**src/rtl/inset_decim_pkg.sv**
```systemverilog
package inset_decim_pkg;

  // Per-cycle commands from the phase control to the sample datapath.
  typedef struct packed {
    logic take;     // current input sample is kept
    logic restart;  // a new line begins this cycle
  } decim_strobe_t;

endpackage

```
**src/rtl/inset_decim_ctrl.sv**
```systemverilog
module inset_decim_ctrl
  import inset_decim_pkg::*;
#(
  parameter int H_W   = 6,
  parameter int V_W   = 7,
  parameter int DEN   = 96,
  parameter int H_MAX = 48,
  parameter int V_MAX = 96
) (
  input  logic              clk,
  input  logic              rst_n,
  input  logic              pixValid,
  input  logic              lineStart,
  input  logic              fieldStart,
  input  logic [H_W-1:0]    hRatio,
  input  logic [V_W-1:0]    vRatio,
  output decim_strobe_t     strobe
);

  localparam int ACC_W = $clog2(2 * DEN);
  localparam logic [ACC_W-1:0] DEN_C  = ACC_W'(DEN);
  localparam logic [ACC_W-1:0] HMAX_C = ACC_W'(H_MAX);
  localparam logic [ACC_W-1:0] VMAX_C = ACC_W'(V_MAX);

  logic [ACC_W-1:0] hN, vN;
  logic [ACC_W-1:0] hAcc, vAcc;
  logic [ACC_W-1:0] hBase, vBase, hSum, vSum;
  logic             hHit, vHit, lineKeep, lineOn;

  // Clamp the programmed ratios to their legal maxima.
  always_comb begin
    hN = (ACC_W'(hRatio) > HMAX_C) ? HMAX_C : ACC_W'(hRatio);
    vN = (ACC_W'(vRatio) > VMAX_C) ? VMAX_C : ACC_W'(vRatio);
  end

  // Vertical phase: evaluated once per line start.
  always_comb begin
    vBase = fieldStart ? '0 : vAcc;
    vSum  = vBase + vN;
    vHit  = (vSum >= DEN_C);
  end

  assign lineOn = lineStart ? vHit : lineKeep;

  // Horizontal phase: evaluated on each sample of a kept line.
  always_comb begin
    hBase = lineStart ? '0 : hAcc;
    hSum  = hBase + hN;
    hHit  = (hSum >= DEN_C);
  end

  always_comb begin
    strobe.take    = pixValid && lineOn && hHit;
    strobe.restart = lineStart;
  end

  always_ff @(posedge clk) begin
    if (!rst_n) begin
      vAcc     <= '0;
      lineKeep <= 1'b0;
    end else if (lineStart) begin
      lineKeep <= vHit;
      vAcc     <= vHit ? (vSum - DEN_C) : vSum;
    end else if (fieldStart) begin
      lineKeep <= 1'b0;
      vAcc     <= '0;
    end
  end

  always_ff @(posedge clk) begin
    if (!rst_n) begin
      hAcc <= '0;
    end else if (pixValid && lineOn) begin
      hAcc <= hHit ? (hSum - DEN_C) : hSum;
    end else if (lineStart) begin
      hAcc <= '0;
    end
  end


  hacc_bound_chk: assert property (@(posedge clk) disable iff (!rst_n)
    hAcc < DEN_C);


  vacc_bound_chk: assert property (@(posedge clk) disable iff (!rst_n)
    vAcc < DEN_C);


  hzero_silent_chk: assert property (@(posedge clk) disable iff (!rst_n)
    (hRatio == '0) |-> !strobe.take);


  vzero_blank_chk: assert property (@(posedge clk) disable iff (!rst_n)
    (lineStart && vRatio == '0) |=> !lineKeep);


  hphase_restart_chk: assert property (@(posedge clk) disable iff (!rst_n)
    (lineStart && !pixValid) |=> (hAcc == '0));


  vphase_restart_chk: assert property (@(posedge clk) disable iff (!rst_n)
    (fieldStart && !lineStart) |=> (vAcc == '0));

endmodule

```
**src/rtl/inset_decim_dpath.sv**
```systemverilog
module inset_decim_dpath
  import inset_decim_pkg::*;
#(
  parameter int DATA_W = 8
) (
  input  logic              clk,
  input  logic              rst_n,
  input  logic [DATA_W-1:0] pixIn,
  input  logic              pixValid,
  input  logic              avgEn,
  input  decim_strobe_t     strobe,
  output logic [DATA_W-1:0] pixOut,
  output logic              pixOutValid
);

  logic [DATA_W-1:0] prevPix, outVal;
  logic [DATA_W:0]   pairSum;
  logic              havePrev, usePrev;

  always_comb begin
    usePrev = havePrev && !strobe.restart;
    pairSum = {1'b0, pixIn} + {1'b0, prevPix} + (DATA_W+1)'(1);
    outVal  = (avgEn && usePrev) ? pairSum[DATA_W:1] : pixIn;
  end

  always_ff @(posedge clk) begin
    if (!rst_n) begin
      prevPix  <= '0;
      havePrev <= 1'b0;
    end else if (pixValid) begin
      prevPix  <= pixIn;
      havePrev <= 1'b1;
    end else if (strobe.restart) begin
      havePrev <= 1'b0;
    end
  end

  always_ff @(posedge clk) begin
    if (!rst_n) begin
      pixOut      <= '0;
      pixOutValid <= 1'b0;
    end else begin
      pixOutValid <= strobe.take;
      if (strobe.take) pixOut <= outVal;
    end
  end


  out_needs_input_chk: assert property (@(posedge clk) disable iff (!rst_n)
    pixOutValid |-> $past(pixValid));


  avg_between_chk: assert property (@(posedge clk) disable iff (!rst_n)
    pixOutValid |->
      ((pixOut >= $past(pixIn)) || (pixOut >= $past(prevPix))) &&
      ((pixOut <= $past(pixIn)) || (pixOut <= $past(prevPix))));

endmodule

```
**src/rtl/inset_decimator.sv**
```systemverilog
module inset_decimator
  import inset_decim_pkg::*;
#(
  parameter int DATA_W = 8,
  parameter int H_W    = 6,
  parameter int V_W    = 7,
  parameter int DEN    = 96,
  parameter int H_MAX  = 48,
  parameter int V_MAX  = 96
) (
  input  logic              clk,
  input  logic              rst_n,
  input  logic [DATA_W-1:0] pixIn,
  input  logic              pixValid,
  input  logic              lineStart,
  input  logic              fieldStart,
  input  logic [H_W-1:0]    hRatio,
  input  logic [V_W-1:0]    vRatio,
  input  logic              avgEn,
  output logic [DATA_W-1:0] pixOut,
  output logic              pixOutValid
);

  decim_strobe_t strobe;

  inset_decim_ctrl #(
    .H_W(H_W), .V_W(V_W), .DEN(DEN), .H_MAX(H_MAX), .V_MAX(V_MAX)
  ) i_ctrl (
    .clk(clk), .rst_n(rst_n), .pixValid(pixValid), .lineStart(lineStart),
    .fieldStart(fieldStart), .hRatio(hRatio), .vRatio(vRatio), .strobe(strobe)
  );

  inset_decim_dpath #(
    .DATA_W(DATA_W)
  ) i_dpath (
    .clk(clk), .rst_n(rst_n), .pixIn(pixIn), .pixValid(pixValid),
    .avgEn(avgEn), .strobe(strobe), .pixOut(pixOut), .pixOutValid(pixOutValid)
  );


  reset_quiet_chk: assert property (@(posedge clk)
    !rst_n |=> (!pixOutValid && pixOut == '0));

endmodule

```
**config.mk**
```make
export PLATFORM = sky130hd
export DESIGN_NAME = inset_decimator
export DESIGN_NICKNAME = d
export VERILOG_FILES = /design/src/rtl/inset_decim_pkg.sv /design/src/rtl/inset_decim_ctrl.sv /design/src/rtl/inset_decim_dpath.sv /design/src/rtl/inset_decimator.sv
export SDC_FILE = /design/constraint.sdc
export NUM_CORES = 1
export LEC_CHECK = 0
export BUFFER_PORTS_ARGS = -buffer_cell sky130_fd_sc_hd__buf_2
export CAP_MARGIN = 30
export CORE_ASPECT_RATIO = 1.25
export CORE_MARGIN = 4
export CORE_UTILIZATION = 56
export CTS_BUF_LIST = sky130_fd_sc_hd__clkbuf_8
export DETAILED_ROUTE_END_ITERATION = 12
export PLACE_DENSITY = 0.84
export SLEW_MARGIN = 10
export SYNTH_ARGS = -nofsm -noshare
export SYNTH_HDL_FRONTEND = slang
export SYNTH_HIERARCHICAL = 1
export SYNTH_SLANG_ARGS = --single-unit
```
**constraint.sdc**
```tcl
create_clock -name clk -period 6.9 [get_ports clk]
set_clock_uncertainty 0.1 [all_clocks]
set_input_delay 0.69 -clock clk [delete_from_list [all_inputs] [get_ports clk]]
set_output_delay 0.69 -clock clk [all_outputs]
set_load 0.03 [all_outputs]
```
==> results of run 1 <==
[metal layers]
layer | track usage [%] | vias to the layer above
li1 | - | 1262
met1 | 24.5 | 1164
met2 | 34.4 | 42
met3 | 3.46 | 9
met4 | 4.79 | 0
met5 | 0 | -
[area by class of cell]
| cell class | count | share of cell area (%) |
|---|---|---|
| Clock buffer | 5 | 2.25 |
| Inverter | 13 | 1.60 |
| Tap cell | 60 | 2.46 |
| Timing Repair Buffer | 37 | 6.22 |
| Sequential cell | 35 | 22.9 |
| Clock inverter | 3 | 0.410 |
| Multi-Input combinational cell | 270 | 64.1 |
[final timing paths]
kind | slack, ps | from | depth (start not counted) | end
worst min-delay path | 390 | i_dpath/pixOut[1] | 1 | i_dpath/pixOut[1]
worst max-delay path | 2890 | lineStart | 17 | i_dpath/pixOut[5]
worst max register to register | 3290 | i_ctrl/vAcc[0] | 16 | i_dpath/pixOut[5]
worst min register to register | 390 | i_dpath/pixOut[1] | 1 | i_dpath/pixOut[1]
[power breakdown]
| group | internal [mW] | switching, mW |
|---|---|---|
| Combinational | 0.0528 | 0.0672 |
| Clock | 0.0677 | 0.0691 |
| Sequential | 0.211 | 0.00386 |
| Total | 0.331 | 0.140 |
[registers in the layout (all words and copies together) (netlist names)]
name,flops
i_ctrl/hAcc,8
i_ctrl/lineKeep,1
i_ctrl/vAcc,8
i_dpath/havePrev,1
i_dpath/pixOut,8
i_dpath/pixOutValid,1
i_dpath/prevPix,8
[synth_stat cells (all sizes together), types with 5 or more instances]
cell / instances
a21o: 5
buf: 7
o21ai: 19
nor3: 8
and2: 9
dfxtp: 35
o21a: 15
a211oi: 9
mux2i: 12
clkbuf: 11
nor2b: 26
ha: 22
inv: 12
a21oi: 18
nor2: 22
nand2: 31
xor2: 7
o211ai: 5
nand3: 5
[metrics by stage]
| step | cell area, um2 | utilization, % |
|---|---|---|
| floorplan | 2790 | - |
| global placement | 2970 | 62.3 |
| detailed placement | 2970 | 62.3 |
| CTS | 3050 | 64.0 |
| global route | 3060 | 64.1 |
| finish | 3060 | 64.1 |
[worst max-delay path: stages]
cell	delay, ps
buf_2	370
inv_1	300
nand2_1	190
inv_1	60
ha_1	290
a211oi_2	260
o21ai_1	160
xor2_1	330
o211ai_1	140
a21o_1	190
nor2_1	130
buf_4	230
nand2_1	120
inv_1	120
nand2_1	60
or4_1	390
nand3_1	90
[logic make-up (layout without fill, tap and decap cells)]
group	count (synthesis)	in the layout	share of synthesized area, %
XOR/XNOR	12	12	4.53
multiplexers	13	13	4.71
AND/OR/NAND/NOR	121	121	23.5
adder cells (fa/ha/maj)	25	25	12.0
buffers and inverters	31	58	4.66
AO/OA/AOI/OAI	99	99	25.5
flip-flops	35	35	25.1
==> metrics.md, run 1 <==
| Metric | Value |
|---|---|
| Chip height | 86.9 um |
| Routed length on met1 | 2720 um |
| Fin worst setup slack | 2890 ps |
| HPWL after DPL | 4340 um |
| Vias per cell | 5.86 |
| Final Critical Period | 4010 ps |
| Startpoint Class | primary input |
| Required @ worst endpoint | 7030 ps |
| Met2 WL | 2890 um |
| Commonest cells after routing, fill and taps aside | dfxtp_1, buf_2, nand2_1, nor2b_1 |
| Final setup fails | 0 |
| Root Driver | clkbuf_8 |
| Tightest Pin Transition | 536 ps |
| First-pass GRT wire length | 9890 um |
| Post-CTS setup buffer count | 0 |
| Mapped cell area | 2790 um2 |
| Share of cells above drive strength 1 | 16.3% |
| Synth unique cells | 61 |
| Overall die width | 71.1 um |
| Largest net degree at the start of global routing | 32 |
| Met3 WL post-DR | 223 um |
| Hold slack | 391 ps |
| Top-area cell type share of the netlist area | 25.1% |
| Rel. slew slack | 64.2% |
| Routed WL | 5910 um |
| Crit path max fanout | 26 |
| Leak | 1.40 nW |
| Synth area leader | dfxtp_1 |
| VDD IR max | 122 uV |
| Hold Violations, Final | 0 |
| Pwr dens | 154 nW/um2 |
| Fillers | 428 |
| Initial antenna violation count | 0 |
| H-tree levels | 2 |
| Die area | 6180 um2 |
| Area growth from synthesis to layout | 9.51% |
| Mapped Cells | 336 |
| Rows | 28 |
| Ys flop type | dfxtp_1 |
| Post-Syn Area per Cell | 8.30 um2 |
| Total Power | 0.471 mW |
| Clk pin slew, worst setup/hold paths | 70 ps |
| Setup TNS | 0 ps |
| CTS Buf Count | 5 |
| CTS tree | done |
| Avg WL per Cell | 14.0 um |
| Post-CTS Resized | 0 |
| # nets final | 414 |
| Drt drc | 0 |
| Yosys warns | 6 |
| Clk buf depth | 2 |
| Max Cap Violations | 0 |
| Arrival time at the worst endpoint | 4140 ps |
| Detailed Routing Iterations Pass 1 | 4 |
| HP Class | register to register |
| Clock Latency Late Sink | 290 ps |
| Multi-input logic area | 1960 um2 |
| Post-synth ARST share | 0% |
| Gr ovfl total | 0 |
| Register area | 701 um2 |
| Post-synth EDFFs | 0 |
| IO Count | 36 |
| Core Box Area | 4760 um2 |
| Gr usage total | 19.5% |
| Ranking of synthesized cells by area | dfxtp_1, ha_1, nor2b_1 |
| Pre-CTS setup slack | 2160 ps |
| Routability-driven placement congestion ratio | 0.880 |
| Synthesized flop and latch total | 35 |
| Starting DRC count in detailed routing | 93 |
| Max Slew Vio Count | 0 |
| Antenna diodes | 0 |
| Port Buffers | 35 |
| Vias in the first global route | 2,323 |
| Placed Cells | 414 |
| Crit path kind | primary input to register |
| Fin cells | 423 |
| Top Metal Used | met4 |
| Unrepaired setup endpoints after global routing | false |
| Hold-fix buffers, CTS | 0 |
| ANT nets after route | 0 |
| Status | finished, final reports clean |
| Fmax | 249 MHz |
| Vias | 2,477 |
| Worst setup EP type | register |
| Register area share after synthesis | 25.1% |
| Clk sinks | 35 |
| Initial Util | 58.6% |
| Syn Nets | 388 |
| Fin crit share | 58.1% |
(Power assumes the default switching activity.)
==> inputs of run 2 (changes only) <==
==> constraint.sdc (replaced) <==
create_clock -name clk -period 4.04 [get_ports clk]
set_clock_uncertainty 0.1 [all_clocks]
set_input_delay 0.404 -clock clk [delete_from_list [all_inputs] [get_ports clk]]
set_output_delay 0.404 -clock clk [all_outputs]
set_load 0.03 [all_outputs]
==> run 2 against run 1 <==
Effect of this change:
- worst hold slack worse by 89 ps
- non-clock buffer count is 2 higher
- critical path depth is 2 lower
- power is 91% higher
- core utilization is 1.1 points higher
- first-iteration DRC count is 17% lower
- critical path type is now register to register
- critical endpoint unchanged
- largest power group unchanged
==> metrics.md, run 2 (same netlist as run 1, synthesis figures left out) <==
| Metric | Value |
|---|---|
| Final setup fails | 0 |
| Fin worst setup slack | 671 ps |
| Initial antenna violation count | 0 |
| Hold-fix buffers, CTS | 0 |
| Fillers | 429 |
| Routability-driven placement congestion ratio | 0.901 |
| HPWL after DPL | 4530 um |
| Status | finished, final reports clean |
| Fmax | 297 MHz |
| Drt drc | 0 |
| Vias per cell | 5.88 |
| Setup TNS | 0 ps |
| Rel. slew slack | 66.0% |
| Design Area, Final | 3110 um2 |
| Chip height | 86.9 um |
| Area growth from synthesis to layout | 11.3% |
| Clk sinks | 35 |
| Gr usage total | 20.4% |
| Placed cell area | 2980 um2 |
| Max Slew Vio Count | 0 |
| Detailed Routing Iterations Pass 1 | 4 |
| Crit path max fanout | 8 |
| Worst r2r dst | i_dpath/pixOut[5] |
| HP Class | primary input to register |
| R2R depth | 15 |
| Commonest cells after routing, fill and taps aside | dfxtp_1, buf_2, nand2_1, nor2b_1 |
| Vias | 2,501 |
| Layout Utilization | 65.2% |
| CTS Buf Count | 5 |
| Unrepaired setup endpoints after global routing | false |
| Max Cap Violations | 0 |
| Overall die width | 71.1 um |
| Tightest Pin Transition | 510 ps |
| Met1 usage | 23.3% |
| ANT nets after route | 0 |
| Rows | 28 |
| Startpoint Class | register |
| Worst R2R Setup Slack | 670 ps |
| Hold Violations, Final | 0 |
| Vias in the first global route | 2,399 |
| Arrival time at the worst endpoint | 3510 ps |
| CP Launch Point | i_ctrl/vAcc[0] |
| Avg WL per Cell | 14.1 um |
| Worst setup EP type | register |
| Pre-CTS setup slack | 419 ps |
| Largest net degree at the start of global routing | 32 |
| Port Buffers | 35 |
| Core Box Area | 4760 um2 |
| Routed WL | 5980 um |
| VDD IR max | 297 uV |
| Initial Util | 58.6% |
| H-tree levels | 2 |
| Share of cells above drive strength 1 | 17.3% |
| Leak | 1.42 nW |
| First-pass GRT wire length | 10,200 um |
| Antenna diodes | 0 |
| Busiest grt layer | met2 |
| Final Critical Period | 3370 ps |
| Met2 GRT Util | 36.2% |
| Post-CTS Resized | 0 |
| Setup crit end | i_dpath/pixOut[5] |
| Die area | 6180 um2 |
| Clock Latency Late Sink | 290 ps |
| Crit path kind | register to register |
| Pwr dens | 289 nW/um2 |
| Clk pin slew, worst setup/hold paths | 70 ps |
| Post-CTS setup buffer count | 0 |
| Starting DRC count in detailed routing | 77 |
| Reg2reg start | i_ctrl/vAcc[0] |
| Hold slack | 302 ps |
| CTS tree | done |
| Gr ovfl total | 0 |
| IO Count | 36 |
| Root Driver | clkbuf_8 |
| Clk buf depth | 2 |
| Fin crit share | 83.4% |
| Required @ worst endpoint | 4180 ps |
| GRT met3 Usage | 4.73% |
| # nets final | 416 |
==> run 2: cell count changes in the layout (fill, tap and decap cells not counted), sizes merged <==
cell,change
clkbuf,+1
bufinv,+1
inv,-2
buf,+2
==> run 2: how the worst min path moves through the flow <==
| stage | to | cells past startpoint | slack [ps] | from |
|---|---|---|---|---|
| final | i_dpath/pixOut[4] | 3 | 300 | pixIn[4] |
| after global routing | i_dpath/pixOut[4] | 3 | 310 | pixIn[4] |
| after CTS | i_dpath/pixOut[5] | 3 | 290 | pixIn[5] |
| after detailed placement | i_dpath/pixOut[1] | 1 | 390 | i_dpath/pixOut[1] |
| after global placement | i_dpath/pixOut[1] | 1 | 360 | i_dpath/pixOut[1] |
| after floorplan | i_ctrl/hAcc[7] | 2 | 380 | i_ctrl/hAcc[7] |
==> run 2: final cells by class <==
cell class                 instances  area, um2  area share, %
inverter                          13       48.8           1.57
tap                               60       75.1           2.42
clock buffer                       6       82.6           2.66
clock inverter                     2       35.0           1.13
timing repair buffer              39        205           6.60
multi-input combinational        270       1960           63.1
sequential                        35        701           22.6
==> run 2: where the power goes <==
| group | internal [mW] | switching [mW] | leakage [nW] |
|---|---|---|---|
| clock | 0.200 | 0.127 | 0.0612 |
| combinational | 0.0917 | 0.114 | 1.07 |
| sequential | 0.360 | 0.00661 | 0.286 |
| total | 0.651 | 0.248 | 1.42 |
==> run 2: critical path, cell delays in order (launching register included) <==
cell	delay, ps
dfxtp_1	310
nor2b_1	190
ha_1	220
inv_1	60
fa_1	380
nor2b_1	190
o31a_1	220
nor4_1	70
o31a_1	380
and3_1	250
nor2_1	150
nand2_1	110
inv_1	120
nand2_1	50
or4_1	420
nand3_1	90
==> run 2: stage by stage <==
stage	instances	power (mW)
floorplan	336	0.529
global placement	416	0.571
detailed placement	416	0.577
CTS	424	0.907
global route	425	0.946
finish	425	0.899
==> run 2: metal layers <==
metal  up-vias  wire length [um]
met5         -                 0
met4         0               176
met3        16               259
met2        54              3030
met1      1165              2520
li1       1266                 -
==> inputs of run 3 (changes only) <==
==> constraint.sdc (replaced) <==
create_clock -name clk -period 3.4 [get_ports clk]
set_clock_uncertainty 0.1 [all_clocks]
set_input_delay 0.34 -clock clk [delete_from_list [all_inputs] [get_ports clk]]
set_output_delay 0.34 -clock clk [all_outputs]
set_load 0.03 [all_outputs]
==> run 3 against run 2 <==
Effect of this change:
- worst setup slack got worse by 460 ps
- sequential cell count unchanged
- count of clock-buffer cells in the layout increased by 1
- clock power increased by 1%
- core utilization increased by 0.95 points
- cell count increased by 1.9%
- register-to-register slack got worse by 460 ps
- first-iteration DRC count increased by 21%
- sequential share of layout area decreased by 0.32 points
- non-clock buffer count increased by 8
- fmax increased by 5.5%
- wire length increased by 2.3%
- highest routed layer unchanged
==> metrics.md, run 3 (same netlist as run 1, synthesis figures left out) <==
| Metric | Value |
|---|---|
| Initial antenna violation count | 0 |
| Int Power | 0.726 mW |
| Vias per cell | 5.75 |
| Fillers | 416 |
| WP buf/inv | 2 |
| VDD IR max | 231 uV |
| Area growth from synthesis to layout | 13.0% |
| Crit-path cells | nor2b_1 -> ha_1 -> inv_1 -> fa_1 -> nor2b_2 -> o31a_1 -> nor4_1 -> o31a_1 -> and3_1 -> nor2_1 -> nand2_1 -> inv_1 -> nand2_1 -> or4_1 -> nand3_1 |
| Multi-input logic area | 1960 um2 |
| R2R depth | 15 |
| Detailed Routing Iterations Pass 1 | 4 |
| Max Slew Vio Count | 0 |
| Avg WL per Cell | 14.1 um |
| Crit-path slowest cell | fa_1 |
| Total Power | 1.02 mW |
| Final Critical Period | 3190 ps |
| WP depth | 15 |
| Clk buf depth | 2 |
| Rows | 28 |
| Hold Violations, Final | 0 |
| HPWL after DPL | 4620 um |
| HP Class | primary input to register |
| Fmax | 313 MHz |
| Overall die width | 71.1 um |
| Logic pwr share | 24.9% |
| Pwr dens | 324 nW/um2 |
| Final setup fails | 0 |
| # nets final | 424 |
| Fin cells | 433 |
| Port Buffers | 35 |
| Reg power frac | 42.6% |
| Vias in the first global route | 2,449 |
| Setup TNS | 0 ps |
| Tightest Pin Transition | 528 ps |
| IO Count | 36 |
| Initial Util | 58.6% |
| Placed Cells | 424 |
| Largest net degree at the start of global routing | 32 |
| Crit path max fanout | 4 |
| Commonest cells after routing, fill and taps aside | dfxtp_1, buf_2, nand2_1, nor2b_1 |
| Share of cells above drive strength 1 | 19.0% |
| CP peak stage delay | 410 ps |
| Drt drc | 0 |
| Clock share of power | 32.4% |
| Max Cap Violations | 0 |
| Root Driver | clkbuf_8 |
| Rel. slew slack | 64.8% |
| Arrival time at the worst endpoint | 3330 ps |
| Antenna diodes | 0 |
| Register area | 701 um2 |
| Core Box Area | 4760 um2 |
| Status | finished, final reports clean |
| Layout Utilization | 66.2% |
| Chip height | 86.9 um |
| Clock Latency Late Sink | 300 ps |
| Clk sinks | 35 |
| Crit path kind | register to register |
| Gr usage total | 20.8% |
| Hold-fix buffers, CTS | 0 |
| Largest delay share family, worst path | simple AND/OR/NAND/NOR gates |
| Leak | 1.45 nW |
| Starting DRC count in detailed routing | 93 |
| Worst setup EP type | register |
| CTS Buf Count | 5 |
| Net switching power | 0.295 mW |
| Clk pin slew, worst setup/hold paths | 70 ps |
| Sw Ratio | 28.9% |
| Hold Crit Depth | 3 |
| Gr ovfl total | 0 |
| First-pass GRT wire length | 10,500 um |
| Required @ worst endpoint | 3540 ps |
| Vias | 2,489 |
| Routed WL | 6120 um |
| ANT nets after route | 0 |
| CTS tree | done |
| Die area | 6180 um2 |
| Routability-driven placement congestion ratio | 0.926 |
| H-tree levels | 2 |
| Fin crit share | 93.9% |
| Startpoint Class | register |
[run 3: per-layer routing]
layer | GRT usage (%) | part of all wire, % | up-vias
met5 | 0 | 0 | -
li1 | - | - | 1275
met3 | 3.93 | 4.1 | 13
met2 | 39.9 | 53 | 53
met1 | 21.7 | 41 | 1148
met4 | 8.72 | 2.1 | 0
[run 3: path summary, 6_finish.rpt]
kind                                        start                 to  slack, ps
worst max-delay path               i_ctrl/vAcc[0]  i_dpath/pixOut[5]        210
worst min-delay path                     pixIn[4]  i_dpath/pixOut[4]        230
worst max register to register     i_ctrl/vAcc[0]  i_dpath/pixOut[5]        210
worst min register to register  i_dpath/pixOut[1]  i_dpath/pixOut[1]        390
[run 3: layout make-up]
| cell class | count | area share, % |
|---|---|---|
| clock inverters | 1 | 0.119 |
| inverters | 13 | 1.55 |
| well taps | 60 | 2.38 |
| clock buffers | 7 | 3.06 |
| flip-flops and latches | 35 | 22.2 |
| repair buffers | 47 | 8.42 |
| multi-input cells | 270 | 62.2 |
[run 3: power groups by stage]
stage	registers, mW	clock network [mW]	logic [mW]
2_1_floorplan	0.443	0	0.185
3_3_place_gp	0.444	0	0.244
3_5_place_dp	0.444	0	0.252
4_1_cts	0.435	0.339	0.255
5_1_grt	0.437	0.356	0.286
6_report	0.435	0.331	0.254
[run 3: per-stage QoR]
stage          setup slack [ps]  hold WS, ps  cell area (um2)
4_1_cts                     222          219             3140
3_3_place_gp                118          363             3040
5_1_grt                   -2.24          240             3150
6_report                    207          226             3150
2_1_floorplan              85.4          375             2790
3_5_place_dp               20.4          369             3040
[run 3: worst register-to-register path: stages (launching register included)]
cell and delay (ps):
dfxtp_1 310, nor2b_1 170, ha_1 220, inv_1 70, fa_1 410, nor2b_2 150
o31a_1 220, nor4_1 70, o31a_1 300, and3_1 220, nor2_1 150, nand2_1 100
inv_1 110, nand2_1 50, or4_1 400, nand3_1 90
[run 3: what timing repair did]
action | 4_1_cts | 5_1_grt
resized for setup | 0 | 1
setup buffers | 0 | 1
setup endpoints to repair | 0 | 1
